### config.mk
export PLATFORM = sky130hd
export DESIGN_NAME = lane_strobe_ctrl
export DESIGN_NICKNAME = d
export VERILOG_FILES = /design/src/rtl/lane_pkg.sv /design/src/rtl/lane_decode.sv /design/src/rtl/wait_timer.sv /design/src/rtl/lane_strobe_ctrl.sv
export SDC_FILE = /design/constraint.sdc
export NUM_CORES = 1
export LEC_CHECK = 0
export ABC_AREA = 1
export BUFFER_PORTS_ARGS = -buffer_cell sky130_fd_sc_hd__buf_2
export CAP_MARGIN = 20
export CORE_UTILIZATION = 50
export CTS_BUF_LIST = sky130_fd_sc_hd__clkbuf_8
export CTS_CLUSTER_DIAMETER = 100
export DETAILED_ROUTE_END_ITERATION = 7
export PLACE_DENSITY_LB_ADDON = 0.1
export SKIP_LAST_GASP = 1
export SLEW_MARGIN = 25
export SYNTH_ARGS = -nofsm -noshare
export SYNTH_HDL_FRONTEND = slang
export SYNTH_HIERARCHICAL = 1
export SYNTH_SLANG_ARGS = --single-unit
### constraint.sdc
create_clock -name clk -period 1.4 [get_ports clk]
set_clock_uncertainty 0.2 [all_clocks]
set_input_delay 0.42 -clock clk [delete_from_list [all_inputs] [get_ports clk]]
set_output_delay 0.42 -clock clk [all_outputs]
set_load 0.02 [all_outputs]
### src/rtl/lane_pkg.sv
package lane_pkg;

    typedef enum logic [1:0] {
        ST_IDLE  = 2'd0,
        ST_SETUP = 2'd1,
        ST_WAIT  = 2'd2,
        ST_DONE  = 2'd3
    } xfer_state_t;

    typedef struct packed {
        logic is_read;
        logic even_en;
        logic odd_en;
    } xfer_attr_t;

    localparam logic [1:0] SZ_LONG   = 2'b00;
    localparam logic [1:0] SZ_BYTE   = 2'b01;
    localparam logic [1:0] SZ_WORD   = 2'b10;
    localparam logic [1:0] SZ_TRIPLE = 2'b11;

endpackage

### src/rtl/lane_decode.sv
module lane_decode
    import lane_pkg::*;
(
    input  logic       addr_lsb,
    input  logic [1:0] size_code,
    output logic       even_en,
    output logic       odd_en
);

    // Even lane: even address, any size except the refused triple code
    always_comb begin
        even_en = !addr_lsb && (size_code != SZ_TRIPLE);
    end

    // Odd lane: a single byte at an odd address, or a wide access from an even address
    always_comb begin
        unique case (size_code)
            SZ_BYTE:   odd_en = addr_lsb;
            SZ_WORD,
            SZ_LONG:   odd_en = !addr_lsb;
            SZ_TRIPLE: odd_en = 1'b0;
        endcase
    end

endmodule

### src/rtl/wait_timer.sv
module wait_timer #(
    parameter int WAIT_STATES = 14
) (
    input  logic clk,
    input  logic rst_n,
    input  logic clear,
    input  logic run,
    output logic expired
);

    localparam int CW = (WAIT_STATES < 2) ? 1 : $clog2(WAIT_STATES + 1);
    localparam logic [CW-1:0] LAST = CW'(WAIT_STATES - 1);

    logic [CW-1:0] cnt_q;

    always_ff @(posedge clk or negedge rst_n) begin
        if (!rst_n) begin
            cnt_q <= '0;
        end else if (clear) begin
            cnt_q <= '0;
        end else if (run && (cnt_q != LAST)) begin
            cnt_q <= cnt_q + 1'b1;
        end
    end

    assign expired = (cnt_q == LAST);

endmodule

### src/rtl/lane_strobe_ctrl.sv
module lane_strobe_ctrl
    import lane_pkg::*;
#(
    parameter int WAIT_STATES = 14
) (
    input  logic       clk,
    input  logic       rst_n,
    input  logic       bank_sel_n,
    input  logic       dir_read,
    input  logic       addr_lsb,
    input  logic [1:0] size_code,
    output logic       even_oe_n,
    output logic       even_we_n,
    output logic       odd_oe_n,
    output logic       odd_we_n,
    output logic       ack_n
);

    xfer_state_t state_q, state_d;
    xfer_attr_t  attr_q, attr_fresh, attr_use;
    logic        dec_even, dec_odd;
    logic        wait_done;
    logic        oe_phase, we_phase;

    lane_decode u_decode (
        .addr_lsb  (addr_lsb),
        .size_code (size_code),
        .even_en   (dec_even),
        .odd_en    (dec_odd)
    );

    wait_timer #(.WAIT_STATES(WAIT_STATES)) u_timer (
        .clk     (clk),
        .rst_n   (rst_n),
        .clear   (state_q == ST_SETUP),
        .run     (state_q == ST_WAIT),
        .expired (wait_done)
    );

    always_comb begin
        attr_fresh.is_read = dir_read;
        attr_fresh.even_en = dec_even;
        attr_fresh.odd_en  = dec_odd;
        attr_use = (state_q == ST_IDLE) ? attr_fresh : attr_q;
    end

    // Next-state logic
    always_comb begin
        state_d = state_q;
        unique case (state_q)
            ST_IDLE:  if (!bank_sel_n) state_d = ST_SETUP;
            ST_SETUP: state_d = bank_sel_n ? ST_IDLE : ST_WAIT;
            ST_WAIT:  state_d = bank_sel_n ? ST_IDLE : (wait_done ? ST_DONE : ST_WAIT);
            ST_DONE:  state_d = bank_sel_n ? ST_IDLE : ST_DONE;
        endcase
    end

    // State register and attribute capture
    always_ff @(posedge clk or negedge rst_n) begin
        if (!rst_n) begin
            state_q <= ST_IDLE;
            attr_q  <= '0;
        end else begin
            state_q <= state_d;
            if (state_q == ST_IDLE && !bank_sel_n) begin
                attr_q <= attr_fresh;
            end
        end
    end

    always_comb begin
        oe_phase = (state_d != ST_IDLE) && attr_use.is_read;
        we_phase = ((state_d == ST_WAIT) || (state_d == ST_DONE)) && !attr_use.is_read;
    end

    // Registered strobes and acknowledge
    always_ff @(posedge clk or negedge rst_n) begin
        if (!rst_n) begin
            even_oe_n <= 1'b1;
            even_we_n <= 1'b1;
            odd_oe_n  <= 1'b1;
            odd_we_n  <= 1'b1;
            ack_n     <= 1'b1;
        end else begin
            even_oe_n <= !(oe_phase && attr_use.even_en);
            even_we_n <= !(we_phase && attr_use.even_en);
            odd_oe_n  <= !(oe_phase && attr_use.odd_en);
            odd_we_n  <= !(we_phase && attr_use.odd_en);
            ack_n     <= !(state_d == ST_DONE);
        end
    end

endmodule

==> Word-level counts from Yosys, hierarchy flattened <==
Cells that the tools add are included.
{ "classes": {"add_sub_neg": 1, "mul": 0, "div": 0, "magnitude_cmp": 0, "eq_ne": 11, "shifts": 0, "muxes": 10, "bitwise_logic": 0, "reduce_logical": 23} }
{ "ops": {"columns": ["op", "count"], "rows": [
  ["$eq 2x2->1 const B", 6],
  ["$logic_and 1x1->1", 9],
  ["$logic_not 1->1", 8],
  ["$mux 2", 4],
  ["$mux 4", 2],
  ["$pmux 2 s4", 1],
  ["$add 4x1->4 const B", 1],
  ["$eq 2x1->1 const B", 2],
  ["$eq 4x4->1 const B", 1],
  ["$logic_not 2->1", 2],
  ["$ne 4x4->1 const B", 1],
  ["$reduce_bool 2->1", 2],
  ["$mux 3", 1],
  ["$pmux 1 s3", 1],
  ["$ne 2x2->1 const B", 1],
  ["$reduce_or 2->1", 1],
  ["$logic_or 1x1->1", 1],
  ["$mux 1", 1]
]} }
{ "word_totals": {"ff_bits": 14, "latch_bits": 0, "ramBits": 0, "mem_bits_ro": 0, "inputBits": 7, "out_inout_bits": 5, "n_memories": 0} }

==> Longest topological paths before layout <==
Gate-level depths: netlist of the first run.
{ "depth": {"depth_word": 9, "depth_mapped": 8, "mapped_depth_nobuf": 8} }

==> Modules after synthesis <==
Netlist of the first run, hierarchy kept.
{ "by_module_without_submodules": {"columns": ["module", "instances", "cells_each", "area_per_inst_um2", "seq_area_each_um2"], "rows": [
  ["lane_strobe_ctrl", 1, 46, 416.6, 256.5],
  ["wait_timer", 1, 33, 256.5, 100.1],
  ["lane_decode", 1, 7, 28.8, 0.0]
]} }

==> Worst setup path after synthesis of the first run <==
Ideal clock, no wire load.
{ "synth_timing": {"kind": "reg2reg", "startpoint": "register u_timer.cnt_q[0]", "endpoint": "register u_timer.cnt_q[2]", "setup_time_ns": 0.118, "arrival_time_ns": 0.975, "required_time_ns": 1.082, "slack_ns": 0.107, "stages_incl_launch_ff": 8, "synth_period_minus_slack_ns": 1.293, "path_cell_list": "dfrtp_1 ha_1 nand3_2 nand2_2 nand2_4 clkinv_2 nand2_1 nand2_1"} }
{ "synth_via": {"elab_chain_len": 3, "elab_cells_between_ends": 6} }
{ "synth_rtl": {"columns": ["item", "line_no", "rtl"], "rows": [
  ["start, declared", "wait_timer.sv:14", "logic [CW-1:0] cnt_q;"],
  ["start signal, assigned", "wait_timer.sv:22", "cnt_q <= cnt_q + 1'b1;"],
  ["$add 4x1->4 / $ne 4x4->1 (equally long branches)", "wait_timer.sv:22, wait_timer.sv:21", null],
  ["$mux 4 / $logic_and 1x1->1 (equally long branches)", "wait_timer.sv:21", "end else if (run && (cnt_q != LAST)) begin"],
  ["$mux 4 / $reduce_bool 2->1 (equally long branches)", null, null]
]} }
Several ways; a longest one is shown, not always the timed one. The select of a mux whose other input is x is not followed.
A chain may end at the register's enable or synchronous reset.

==> Worst setup path after layout of the first run <==
{ "layout_timing": {"startpoint": "register ack_n", "endpoint": "output port ack_n"} }
{ "layout_lines": {"columns": ["item", "line_no", "rtl"], "rows": [
  ["start, declared", "lane_strobe_ctrl.sv:16", "output logic ack_n"],
  ["start signal, assigned", "lane_strobe_ctrl.sv:89", "ack_n <= !(state_d == ST_DONE);"]
]} }
No word-level cell between the ends.

==> impl_metrics.env, run 1 <==
export IMPL_path_class="reg -> out"
export IMPL_area_growth_pct=31.4
export IMPL_critPathMaxStageDelay_ps=530
export IMPL_r2r_start="u_timer/cnt_q[0]$_DFFE_PN0P_"
export IMPL_grt_pass1_vias=546
export IMPL_dp_worst_setup_slack_ps=10.7
export IMPL_path_delay_family="flip-flops"
export IMPL_drc=0
export IMPL_synth_top_area_cell="dfrtp_1"
export IMPL_viasPerCell=5.05
export IMPL_synth_top_cell_area_share_pct=32.1
export IMPL_clock_latency_ps=250
export IMPL_critPathBufInv=1
export IMPL_synth_seq_area_share_pct=50.8
export IMPL_dieArea_um2=1560
export IMPL_coreArea_um2=1300
export IMPL_grt_max_degree=15
export IMPL_yosysWarnings=6
export IMPL_io_buffers=11
export IMPL_totalWireLength_mm=1.36
export IMPL_slew_violations=0
export IMPL_worstPathArrival_ps=880
export IMPL_antenna_found_initial=0
export IMPL_syn_nets=95
export IMPL_violations="negative setup slack"
export IMPL_period_minus_slack_ps=1500
export IMPL_required_ps=780
export IMPL_setup_viol=5
export IMPL_die_width_um=39.5
export IMPL_route_antenna_remaining_nets=0
export IMPL_die_y_um=39.5
export IMPL_ys_ff_latch=14
export IMPL_max_cap_violations=0
export IMPL_path_clk_slew_ps=60
export IMPL_gp_congestion=0.835
export IMPL_ir_worst_vdd_mv=0.845
export IMPL_dr_first_iter_drc_count=13
export IMPL_start_kind="flop"
export IMPL_num_vias=611
export IMPL_cts_buffers=3
export IMPL_worst_pin_slew_ps=299
export IMPL_p_per_area_nw_per_um2=1450
export IMPL_htree_num_levels=1
export IMPL_setup_slack_ps=-102
export IMPL_finalCritPeriodShare_pct=107
export IMPL_end_kind="output pin"
export IMPL_antenna_cells=0
export IMPL_status="complete, but fails checks"
export IMPL_layout_common_cells="30 x nand2_1, 8 x inv_1, 8 x dfrtp_1"
export IMPL_layout_cells_non_filler=121
export IMPL_final_common_cell="nand2_1"
export IMPL_syn_inst=86
export IMPL_synth_area_leaders="dfrtp_1 32%, dfstp_2 19%, nand2_1 17%"
export IMPL_drive_gt1_share_pct=38.7
export IMPL_cts_tree="yes"
export IMPL_clock_sinks=14
export IMPL_path_cells="buf_6"
export IMPL_grt_pass1_wl_mm=2.19
export IMPL_worstHoldStart="dir_read"
export IMPL_hold_viol=0
export IMPL_synth_cell_types=19
export IMPL_rsz0062_at_grt="true"
export IMPL_n_fill_cell=113
export IMPL_grt_use_total_pct=21.4
export IMPL_syn_cell_area_um2=702
export IMPL_critPathMaxFanout=1
export IMPL_crit_start="ack_n$_DFF_PN1_"
export IMPL_timing_slew_headroom_pct=80.0
export IMPL_syn_area_per_cell_um2=8.16
export IMPL_start_util_pct=53.9
export IMPL_max_freq_mhz=666
export IMPL_rows=13
export IMPL_multi_input_area_um2=309
export IMPL_wl_per_cell_um=11.2
export IMPL_hp_class="in -> reg"
export IMPL_tns_ps=-494
export IMPL_slowest_stage="dfstp_2"
export IMPL_drtPass1Iterations=4
export IMPL_regArea_um2=358
export IMPL_final_nets=116
export IMPL_overflow=0
export IMPL_dp_hpwl_um=899
export IMPL_power_leakage_uw=0.000497
export IMPL_root_buffer="clkbuf_8"
export IMPL_dp_cells=113
export IMPL_clockBufferDepth=2
export IMPL_io_pin_count=12
## power by group
group	switching, uW	internal [uW]	leakage (uW)
sequential	79.4	484	0.000168
combinational	201	177	0.000300
clock	149	249	0.0000288
## registers in the layout (all words and copies together) (netlist names)
| signal | cells |
|---|---|
| state_q | 2 |
| attr_q | 3 |
| even_oe_n | 1 |
| even_we_n | 1 |
| ack_n | 1 |
| u_timer/cnt_q | 4 |
| odd_oe_n | 1 |
| odd_we_n | 1 |
## Yosys cell counts
library cell and count:
nand2_4 1, nor2_2 1, o211ai_1 1, inv_2 4
nand2_2 3, nand3_1 6, o21ai_1 2, a21oi_1 1
dfstp_2 5, nor2_1 4, nand3_2 1, clkinv_2 1
nand2_1 31, or2_1 1, dfrtp_1 9, nor2_4 1
inv_1 9, nand4_1 3, ha_1 2
## final cells by class
type,count,area share (%)
inverter,14,5.97
timing repair buffer,16,13.7
multi-input combinational,58,33.5
tap,15,2.04
clock buffer,4,5.97
sequential,14,38.8
## per-stage QoR
| stage | hold WS (ps) | util [%] | power, uW | area, um^2 |
|---|---|---|---|---|
| 3_3_place_gp | 125 | 60.2 | 824 | 783 |
| 5_1_grt | 271 | 70.9 | 1420 | 922 |
| 3_5_place_dp | 130 | 60.2 | 835 | 783 |
| 4_1_cts | 252 | 67.7 | 1250 | 881 |
| 6_report | 249 | 70.9 | 1340 | 922 |
| 2_1_floorplan | -75.6 | - | 752 | 702 |
## kinds of logic (layout without fill, tap and decap cells)
family          after synthesis  count (layout)  synth area share (%)
compound gates                4               4                  3.21
fa+ha+maj                     2               2                  3.56
buf+inv                      14              34                  7.66
flops                        14              14                  50.8
simple gates                 52              52                  34.8
## final timing paths
path | endpoint | slack (ps) | cells after the start
worst min register to register | attr_q[1]$_DFFE_PN0P_ | 270 | 2
min in group asynchronous | u_timer/cnt_q[3]$_DFFE_PN0P_ | 390 | 2
worst max-delay path | ack_n | -100 | 1
worst min-delay path | attr_q[2]$_DFFE_PN0P_ | 250 | 3
worst max register to register | u_timer/cnt_q[2]$_DFFE_PN0P_ | 30 | 7
max in group asynchronous | odd_we_n$_DFF_PN1_ | 330 | 2
## repair_timing
| item | CTS | global route |
|---|---|---|
| hold endpoints to repair | 9 | 0 |
| resized for setup | 11 | 6 |
| gates cloned | 0 | 0 |
| endpoints found under the setup margin | 7 | 10 |
| pin swaps | 0 | 4 |
| setup buffers | 0 | 3 |
| hold buffers | 1 | 0 |
## metal layers
layer  vias up  GRT usage [%]  share of wire (%)
li1        305              -                  -
met3         6           3.41                5.1
met5         -              0                  0
met1       279           27.5                 46
met4         0           12.9                1.7
met2        21           33.2                 47
(Power assumes the default switching activity.)
==> inputs of run 2 (changes only) <==
- CORE_UTILIZATION: 50 -> 40
- CTS_BUF_LIST: sky130_fd_sc_hd__clkbuf_8 -> sky130_fd_sc_hd__clkbuf_16
- GPL_TIMING_DRIVEN: default -> 0
==> impl_metrics.env, run 2 (synthesized netlist as in run 1, its figures left out) <==
export IMPL_n_fill_cell=146
export IMPL_end_kind="output pin"
export IMPL_gp_congestion=0.757
export IMPL_worst_pin_slew_ps=297
export IMPL_final_common_cell="nand2_1"
export IMPL_final_nets=114
export IMPL_clock_latency_ps=240
export IMPL_grt_pass1_vias=472
export IMPL_htree_num_levels=1
export IMPL_start_util_pct=44.5
export IMPL_period_minus_slack_ps=1490
export IMPL_rows=14
export IMPL_antenna_found_initial=0
export IMPL_path_class="reg -> out"
export IMPL_regArea_um2=360
export IMPL_clock_sinks=14
export IMPL_io_pin_count=12
export IMPL_dieArea_um2=1930
export IMPL_ir_worst_vdd_mv=0.667
export IMPL_wl_per_cell_um=10.1
export IMPL_drtPass1Iterations=6
export IMPL_max_freq_mhz=671
export IMPL_critPathBufInv=1
export IMPL_io_buffers=11
export IMPL_drc=0
export IMPL_rsz0062_at_grt="true"
export IMPL_route_antenna_remaining_nets=0
export IMPL_viasPerCell=4.72
export IMPL_critPathMaxStageDelay_ps=520
export IMPL_dp_hpwl_um=819
export IMPL_setup_slack_ps=-89.7
export IMPL_area_growth_pct=31.9
export IMPL_dr_first_iter_drc_count=17
export IMPL_slew_violations=0
export IMPL_slowest_stage="dfstp_2"
export IMPL_power_leakage_uw=0.000493
export IMPL_grt_max_degree=15
export IMPL_die_y_um=43.9
export IMPL_path_delay_family="flip-flops"
export IMPL_final_util_pct=58.7
export IMPL_antenna_cells=0
export IMPL_path_clk_slew_ps=50
export IMPL_totalWireLength_mm=1.22
export IMPL_hp_class="in -> reg"
export IMPL_layout_cells_non_filler=120
export IMPL_num_vias=566
export IMPL_grt_use_total_pct=15.1
export IMPL_setup_viol=5
export IMPL_hold_viol=0
export IMPL_top_register="u_timer/cnt_q"
export IMPL_status="complete, but fails checks"
export IMPL_multi_input_area_um2=302
export IMPL_root_buffer="clkbuf_16"
export IMPL_finalCritPeriodShare_pct=106
export IMPL_largest_reg_flops=4
export IMPL_dp_cells=113
export IMPL_max_cap_violations=0
export IMPL_worstPathArrival_ps=870
export IMPL_path_cells="buf_6"
export IMPL_clockBufferDepth=2
export IMPL_layout_common_cells="31 x nand2_1, 8 x inv_1, 6 x nand3_1, 6 x dfrtp_1, 6 x buf_2"
export IMPL_coreArea_um2=1580
export IMPL_critPathMaxFanout=1
export IMPL_cts_buffers=3
export IMPL_start_kind="flop"
export IMPL_timing_slew_headroom_pct=80.2
export IMPL_p_per_area_nw_per_um2=1550
export IMPL_cts_tree="yes"
export IMPL_required_ps=780
export IMPL_violations="negative setup slack"
export IMPL_grt_pass1_wl_mm=2.04
export IMPL_top_regs="u_timer/cnt_q: 4 flops, attr_q: 3 flops, state_q: 2 flops"
export IMPL_overflow=0
export IMPL_drive_gt1_share_pct=37.5
export IMPL_die_width_um=43.9
run 2: per-layer routing:
| metal | routed length, um | vias to the layer above | track usage (%) |
|---|---|---|---|
| met4 | 29 | 0 | 10.9 |
| met5 | 0 | - | 0 |
| met2 | 520 | 13 | 20.3 |
| met1 | 629 | 246 | 20.9 |
| li1 | - | 303 | - |
| met3 | 36 | 4 | 3.75 |
run 2: area by class of cell:
cell class,count,share of cell area (%)
Timing Repair Buffer,14,12.0
Clock buffer,3,8.11
Sequential cell,14,38.9
Multi-Input combinational cell,58,32.6
Clock inverter,1,0.405
Tap cell,16,2.16
Inverter,14,5.81
run 2: metrics by stage:
stage | hold slack, ps | total power [uW] | worst slack [ps] | instance area [um^2] | setup TNS (ps)
after floorplan | -75.6 | 752 | 107 | 702 | 0
after global placement | 132 | 819 | -4.60 | 777 | -11.5
after detailed placement | 128 | 820 | 14.3 | 777 | 0
after CTS | 235 | 1390 | -91.6 | 900 | -446
after global routing | 294 | 1520 | -104 | 926 | -502
final | 232 | 1440 | -89.7 | 926 | -441
run 2: final timing paths:
path,from,end,slack (ps),cells past startpoint
worst max-delay path,even_oe_n$_DFF_PN1_,even_oe_n,-90,1
worst min-delay path,dir_read,attr_q[2]$_DFFE_PN0P_,230,3
worst max register to register,u_timer/cnt_q[0]$_DFFE_PN0P_,u_timer/cnt_q[2]$_DFFE_PN0P_,60,7
worst min register to register,attr_q[0]$_DFFE_PN0P_,attr_q[0]$_DFFE_PN0P_,270,2
max in group asynchronous,rst_n,ack_n$_DFF_PN1_,320,2
min in group asynchronous,rst_n,attr_q[1]$_DFFE_PN0P_,400,2
run 2: tightest hold or removal path: cells and delay by family:
family | cells | cell delay (ps)
simple gates | 2 | 150
buf+inv | 1 | 70
run 2: repair_timing:
item	in CTS	in global routing
gates resized for setup	11	6
buffers inserted	0	2
hold buffers	1	0
setup endpoints to repair	8	9
endpoints found under the hold margin	9	0
run 2: power breakdown:
group          internal [uW]  total, uW  switching [uW]
logic                    151        330             179
clock network            378        548             169
registers                486        560            73.4
